==> config.mk <==
export PLATFORM = sky130hd
export DESIGN_NAME = irq_group_agg
export DESIGN_NICKNAME = d
export VERILOG_FILES = /design/src/rtl/irq_agg_pkg.sv /design/src/rtl/irq_input_sync.sv /design/src/rtl/irq_status_bank.sv /design/src/rtl/irq_group_sum.sv /design/src/rtl/irq_lowest_pick.sv /design/src/rtl/irq_group_agg.sv
export SDC_FILE = /design/constraint.sdc
export NUM_CORES = 1
export LEC_CHECK = 0
export BUFFER_PORTS_ARGS = -buffer_cell sky130_fd_sc_hd__buf_2
export CAP_MARGIN = 10
export CORE_ASPECT_RATIO = 0.6
export CORE_MARGIN = 2
export CORE_UTILIZATION = 35
export DETAILED_ROUTE_END_ITERATION = 8
export SLEW_MARGIN = 20
export SYNTH_ARGS = -nofsm -noshare
export SYNTH_HDL_FRONTEND = slang
export SYNTH_SLANG_ARGS = --single-unit
export TNS_END_PERCENT = 1
==> constraint.sdc <==
create_clock -name clk -period 1.3 [get_ports clk]
set_input_delay 0 -clock clk [delete_from_list [all_inputs] [get_ports clk]]
set_output_delay 0 -clock clk [all_outputs]
set_load 0.02 [all_outputs]
==> src/rtl/irq_agg_pkg.sv <==
package irq_agg_pkg;
  localparam int MAXSRC = 64;

  // Bit mask with ones from lo to hi inclusive.
  function automatic logic [MAXSRC-1:0] span_mask(int lo, int hi);
    logic [MAXSRC-1:0] m;
    m = '0;
    for (int i = 0; i < MAXSRC; i++)
      if (i >= lo && i <= hi) m[i] = 1'b1;
    return m;
  endfunction
endpackage

==> src/rtl/irq_input_sync.sv <==
module irq_input_sync #(
  parameter int NSRC   = 32,
  parameter int STAGES = 2
) (
  input  logic            clk,
  input  logic            rst_n,
  input  logic [NSRC-1:0] din,
  output logic [NSRC-1:0] lvl,
  output logic [NSRC-1:0] rise
);
  logic [STAGES-1:0][NSRC-1:0] chain_q;
  logic [NSRC-1:0]             prev_q;

  always_ff @(posedge clk or negedge rst_n) begin
    if (!rst_n) begin
      chain_q <= '0;
      prev_q  <= '0;
    end else begin
      chain_q[0] <= din;
      for (int k = 1; k < STAGES; k++) chain_q[k] <= chain_q[k-1];
      prev_q <= chain_q[STAGES-1];
    end
  end

  assign lvl  = chain_q[STAGES-1];
  assign rise = chain_q[STAGES-1] & ~prev_q;
endmodule

==> src/rtl/irq_status_bank.sv <==
module irq_status_bank #(
  parameter int              NSRC      = 32,
  parameter logic [NSRC-1:0] EDGE_BITS = '0
) (
  input  logic            clk,
  input  logic            rst_n,
  input  logic [NSRC-1:0] lvl,
  input  logic [NSRC-1:0] rise,
  input  logic            stat_wr,
  input  logic            mask_wr,
  input  logic [NSRC-1:0] wdata,
  output logic [NSRC-1:0] stat_q,
  output logic [NSRC-1:0] mask_q
);
  always_ff @(posedge clk or negedge rst_n) begin
    if (!rst_n) begin
      stat_q <= '0;
      mask_q <= '0;
    end else begin
      for (int i = 0; i < NSRC; i++) begin
        if (EDGE_BITS[i])
          // a fresh edge wins over a clearing write
          stat_q[i] <= (stat_q[i] & ~(stat_wr & ~wdata[i])) | rise[i];
        else
          stat_q[i] <= lvl[i];
      end
      if (mask_wr) mask_q <= wdata;
    end
  end
endmodule

==> src/rtl/irq_group_sum.sv <==
module irq_group_sum
  import irq_agg_pkg::*;
#(
  parameter int NSRC = 32,
  parameter int LO   = 0,
  parameter int HI   = 7
) (
  input  logic [NSRC-1:0] pend,
  output logic            hit
);
  localparam logic [MAXSRC-1:0] WIDE = span_mask(LO, HI);
  localparam logic [NSRC-1:0]   SEL  = WIDE[NSRC-1:0];

  assign hit = |(pend & SEL);
endmodule

==> src/rtl/irq_lowest_pick.sv <==
module irq_lowest_pick #(
  parameter int NSRC = 32,
  parameter int IDW  = 5
) (
  input  logic [NSRC-1:0] req,
  output logic            valid,
  output logic [IDW-1:0]  id
);
  always_comb begin
    id = '0;
    for (int i = NSRC - 1; i >= 0; i--)
      if (req[i]) id = IDW'(i);
  end
  assign valid = |req;
endmodule

==> src/rtl/irq_group_agg.sv <==
module irq_group_agg #(
  parameter int              NSRC      = 32,
  parameter logic [NSRC-1:0] EDGE_BITS = 32'h1041_0000,
  parameter int              SYNC_STG  = 2,
  parameter int              AUD_LO    = 0,
  parameter int              AUD_HI    = 7,
  parameter int              MISC_LO   = 8,
  parameter int              MISC_HI   = 15,
  parameter int              SP_LO     = 16,
  parameter int              SP_HI     = 31,
  localparam int             IDW       = $clog2(NSRC)
) (
  input  logic            clk,
  input  logic            rst_n,
  input  logic [NSRC-1:0] src_in,
  input  logic            reg_wr,
  input  logic            reg_sel,
  input  logic [NSRC-1:0] reg_wdata,
  output logic [NSRC-1:0] reg_rdata,
  output logic [2:0]      sum_irq,
  output logic            src_valid,
  output logic [IDW-1:0]  src_id
);
  logic [NSRC-1:0] lvl_w, rise_w, stat_w, mask_w, pend_w;

  irq_input_sync #(.NSRC(NSRC), .STAGES(SYNC_STG)) u_sync (
    .clk(clk), .rst_n(rst_n), .din(src_in), .lvl(lvl_w), .rise(rise_w)
  );

  irq_status_bank #(.NSRC(NSRC), .EDGE_BITS(EDGE_BITS)) u_bank (
    .clk(clk), .rst_n(rst_n), .lvl(lvl_w), .rise(rise_w),
    .stat_wr(reg_wr & ~reg_sel), .mask_wr(reg_wr & reg_sel),
    .wdata(reg_wdata), .stat_q(stat_w), .mask_q(mask_w)
  );

  assign pend_w    = stat_w & mask_w;
  assign reg_rdata = reg_sel ? mask_w : stat_w;

  // index 0 -> serial/parallel, 1 -> misc, 2 -> audio
  for (genvar g = 0; g < 3; g++) begin : g_grp
    localparam int LO = (g == 0) ? SP_LO : (g == 1) ? MISC_LO : AUD_LO;
    localparam int HI = (g == 0) ? SP_HI : (g == 1) ? MISC_HI : AUD_HI;
    irq_group_sum #(.NSRC(NSRC), .LO(LO), .HI(HI)) u_sum (
      .pend(pend_w), .hit(sum_irq[g])
    );
  end

  irq_lowest_pick #(.NSRC(NSRC), .IDW(IDW)) u_pick (
    .req(pend_w), .valid(src_valid), .id(src_id)
  );
endmodule

Word level (Yosys, flattened, before mapping)
Index checks and enable logic that the tools add are counted. W data, S select, Z words.

Register bits: 157. Input port bits: 68. Output and inout bits: 41. Logic and storage cells: 63.

Reductions and logical operators: 4. Mux-type cells: 33. Bitwise gates (word level): 21.

Operators by type and width (number): $mux W5 (32); $and A32 B32 Y32 (1); $mux W32 (1); $reduce_or A32 Y1 (1); $and A29 B29 Y29 (1); $not A29 Y29 (1); $reduce_or A16 Y1 (1); $reduce_or A8 Y1 (2); $and A1 B1 Y1 (8); $not A1 Y1 (7); $or A1 B1 Y1 (3).

Logic depth before layout (Yosys ltp)
Depth after elaboration: 33. Mapped depth: 6.

By module
Synthesis repeated with hierarchy kept, for this count alone.

Cells, all modules: 412. Area total of the unflattened synthesis: 6463.7 sq um.

By module, submodules not included: irq_input_sync (times used 1, area each 3083.0 sq um, cells an instance 160); irq_status_bank (times used 1, area each 2187.1 sq um, cells an instance 106); irq_group_agg (times used 1, area each 744.5 sq um, cells an instance 70); irq_lowest_pick (times used 1, area each 385.4 sq um, cells an instance 65); irq_group_sum (g_grp[1].u_sum ...) (times used 2, area each 16.3 sq um, cells an instance 3); irq_group_sum (g_grp[0].u_sum) (times used 1, area each 31.3 sq um, cells an instance 5).

Worst setup path after synthesis
Ideal clock, no wire load.

Path kind: register to output. Start point: register u_bank.stat_q[26]. End point: output src_id[2]. Slack: -225 ps. Required time: 1300 ps. Arrival: 1525 ps. Buffers on the path: 0. Stages on the path, launching flop included: 6. Path through: dfrtp_1 > a22oi_1 > o211ai_1 > a41oi_1 > o21ai_0 > a21boi_0.

Word-level cells in the longest chain between the ends: 28.

Ends and longest elaborated chain: start: declaration (RTL line irq_status_bank.sv:12) `output logic [NSRC-1:0] stat_q,`; start signal: indexed assignment (RTL line irq_status_bank.sv:23) `stat_q[i] <= (stat_q[i] & ~(stat_wr & ~wdata[i])) | rise[i];`; start signal: indexed assignment (RTL line irq_status_bank.sv:25) `stat_q[i] <= lvl[i];`; $and A32 B32 Y32 (RTL line irq_group_agg.sv:36) `assign pend_w = stat_w & mask_w;`; $mux W5 (27 in series) (RTL line irq_lowest_pick.sv:12) `if (req[i]) id = IDW'(i);`; end: declaration (RTL line irq_group_agg.sv:22) `output logic [IDW-1:0] src_id`.

No other way between the ends.

Worst setup path in the final report
Start point: register u_bank.mask_q[8]. End point: output src_id[1].

Word-level cells in the longest chain between the ends: 10.

Ends and longest elaborated chain: start: declaration (RTL line irq_status_bank.sv:13) `output logic [NSRC-1:0] mask_q`; start signal: assignment (RTL line irq_status_bank.sv:27) `if (mask_wr) mask_q <= wdata;`; $and A32 B32 Y32 (RTL line irq_group_agg.sv:36); $mux W5 (9 in series) (RTL line irq_lowest_pick.sv:12).

No other way between the ends.

==> results_dict.tcl <==
set metrics [dict create \
    status "finished with violations" \
    seq_area_um2 3280 \
    regToRegEndpoint "u_bank.mask_q[23]$_DFFE_PN0P_" \
    cts_tree "built" \
    layout-drive-gt1-share 0.513 \
    reg2reg_depth 2 \
    syn_area_um2 4620 \
    slew-limit-headroom 0.757 \
    clockRootBuffer "clkbuf_16" \
    final_area_um2 7340 \
    multiInputGateArea_um2 1410 \
    cp.arrival_ps 1920 \
    drtAntennaViolNets 0 \
    route.met2.wl_um 5120 \
    cp-start-kind "flip-flop" \
    ff2ff_setup_slack_ps 360 \
    grt_overflow_total 0 \
    fill_cells 1032 \
    p_seq_frac 0.404 \
    first_pass_iters 4 \
    clock_skew_ps 4.54 \
    min_period_over_period 1.48 \
    fin_crit_ps 1920 \
    max_freq_ghz 0.520 \
    vdd_drop_max_uv 829 \
    p_switching_mw 2.96 \
    drv_cap 0 \
    via_per_inst 4.62 \
    violations "setup timing" \
    wl_per_cell_um 15.7 \
    clkPwrFrac 0.413 \
    grt_use_total 0.172 \
    finalNetCount 618 \
    drc_errors 0 \
    cts_made_buffers 17 \
    holdCritPathClass "in -> reg" \
    wl_met1_um 5700 \
    cp_max_fo 3 \
    rows 32 \
    area_delta_synth_final_pct 58.8 \
    initial_core_util 0.360 \
    worstHoldEndpoint "u_bank.stat_q[28]$_DFF_PN0_" \
    worstMarginPinSlew_ps 365 \
    synth.avg_cell_area_um2 15.4 \
    ys_seq_area_frac 0.709 \
    r2r-start "u_bank.mask_q[23]$_DFFE_PN0P_" \
    port_buffers 108 \
    grt_pass1_wl_um 18500 \
    drv_slew 0 \
    layout_commonest_cell "dfrtp_1" \
    swShare 0.260 \
    grt_max_degree 70 \
    dr_wl_met3_um 557 \
    drt_iter0_markers 161 \
    synth.distinct_cells 29 \
    p_per_area_nw_per_um2 1550 \
    totalWireLength_um 11500 \
    cts_sinks 131 \
    die_x_um 152 \
    hold_viol 0 \
    grt_pass1_vias 3550 \
    dp_slack_ps -288 \
    combPwrFrac 0.183 \
    setup_ws_ps -624 \
    setup_viol 34 \
    place.gp.congestion 0.839 \
    core_area_um2 12900 \
    dpl.hpwl_um 7950 \
    power_leakage_nw 3.41 \
    io_pins 109 \
    grt_setup_unrepaired "true" \
    antenna_found_initial 0 \
    critPathRequiredTime_ps 1300 \
    syn_nets 368 \
    clock_latency_ps 400 \
    num_vias 3383 \
    synth_seq_cells 131 \
    p_int_mw 8.42 \
    worst_hold_startpoint "reg_wr" \
    cts_max_level 4 \
    min_delay_path_depth 4 \
    dieArea_um2 14200 \
    final_cell_mix "dfrtp_1 (130), buf_2 (93), dlygate4sd3_1 (65)" \
    cts.clk_slew.worst_paths_ps 60 \
    worstSetupPathType "reg -> out" \
    clock_path_buffers 2 \
    fp.dieH_um 93.0 \
    endpoint_kind "output port" \
    yosysWarnings 0 \
    placed_area_um2 5870 \
    postSynthCellCount 300 \
    diodes 0 \
    top_layer_used "met4" \
]
## synthesized netlist by cell type
cell / n / share of area
a211oi_1: 1 / 0.0016
a21boi_0: 1 / 0.0016
a21oi_1: 3 / 0.0032
a221oi_1: 1 / 0.0019
a222oi_1: 1 / 0.0022
a22o_1: 11 / 0.021
a22oi_1: 7 / 0.011
a311oi_1: 1 / 0.0019
a31oi_1: 2 / 0.0027
a32o_1: 3 / 0.0065
a32oi_1: 2 / 0.0038
a41oi_1: 1 / 0.0019
and2_1: 2 / 0.0027
buf_2: 7 / 0.0076
buf_4: 3 / 0.0049
dfrtp_1: 131 / 0.71
inv_1: 4 / 0.0032
mux2_2: 64 / 0.16
nand2_1: 20 / 0.016
nand2b_1: 2 / 0.0027
nand3_1: 6 / 0.0065
nor2_1: 8 / 0.0065
nor3_1: 2 / 0.0022
o2111a_1: 1 / 0.0024
o2111ai_1: 2 / 0.0038
o211ai_1: 2 / 0.0032
o21ai_0: 10 / 0.011
o22ai_1: 1 / 0.0014
or4_1: 1 / 0.0016
## what timing repair did
item	in CTS	in global routing
pin swaps	11	2
hold buffers	65	0
gates resized for setup	19	42
setup endpoints to repair	35	39
hold endpoints to repair	198	0
buffers inserted	1	1
## layer usage
metal  track usage  up-vias
met4        0.0522        0
met3        0.0575       16
met2         0.255       91
met5             0        -
li1              -     1585
met1         0.241     1691
## critical path, cell delays in order, from the launching register on
cell and delay, ps:
dfrtp_1 390, a22o_1 250, or4_4 550, o22ai_4 180, buf_6 150
## worst max path at each step
stage,end,depth (start not counted),slack [ps],start
global placement,src_id[0],5,-330,u_bank.stat_q[21]$_DFF_PN0_
floorplan,src_id[1],5,-80,u_bank.stat_q[28]$_DFF_PN0_
detailed placement,src_id[1],6,-290,u_bank.stat_q[28]$_DFF_PN0_
global route,src_id[0],6,-730,u_bank.stat_q[27]$_DFF_PN0_
CTS,src_id[1],6,-640,u_bank.mask_q[28]$_DFFE_PN0P_
finish,src_id[1],4,-620,u_bank.mask_q[8]$_DFFE_PN0P_
## area by class of cell
class | instances | area share
well taps | 170 | 0.0290
inverters | 4 | 0.00204
repair buffers | 241 | 0.250
multi-input cells | 155 | 0.192
clock inverters | 14 | 0.0210
clock buffers | 18 | 0.0598
flip-flops and latches | 131 | 0.447
## power groups by stage
stage	clock [mW]	combinational (mW)	sequential, mW
after detailed placement	0	1.74	4.65
after global routing	5.02	2.24	4.64
after CTS	4.80	1.98	4.59
final	4.70	2.08	4.60
after floorplan	0	0.873	4.62
after global placement	0	1.72	4.63
## logic make-up (layout without fill, tap and decap cells)
logic type	Yosys count	in the layout	synth area share
mux	64	64	0.156
compound gates	50	50	0.0812
buf+inv	14	277	0.0157
flops	131	131	0.709
simple gates	41	41	0.0384
## registers in the layout, summed over array words and instances, names as in the netlist
name	flops
u_bank.stat_q	32
u_sync.chain_q	32
u_bank.mask_q	32
u_sync.lvl	32
u_sync.prev_q	3
## per-stage QoR
step,power [mW],hold WS [ps],TNS (ps),util,cells
after floorplan,5.49,-296,-151,-,300
after global placement,6.35,40.5,-1710,0.457,634
after detailed placement,6.38,43.5,-1800,0.457,634
after CTS,11.4,108,-6690,0.560,732
after global routing,11.9,123,-8020,0.571,733
final,11.4,119,-5830,0.571,733
Note: power is estimated with default switching activity, not from simulation.
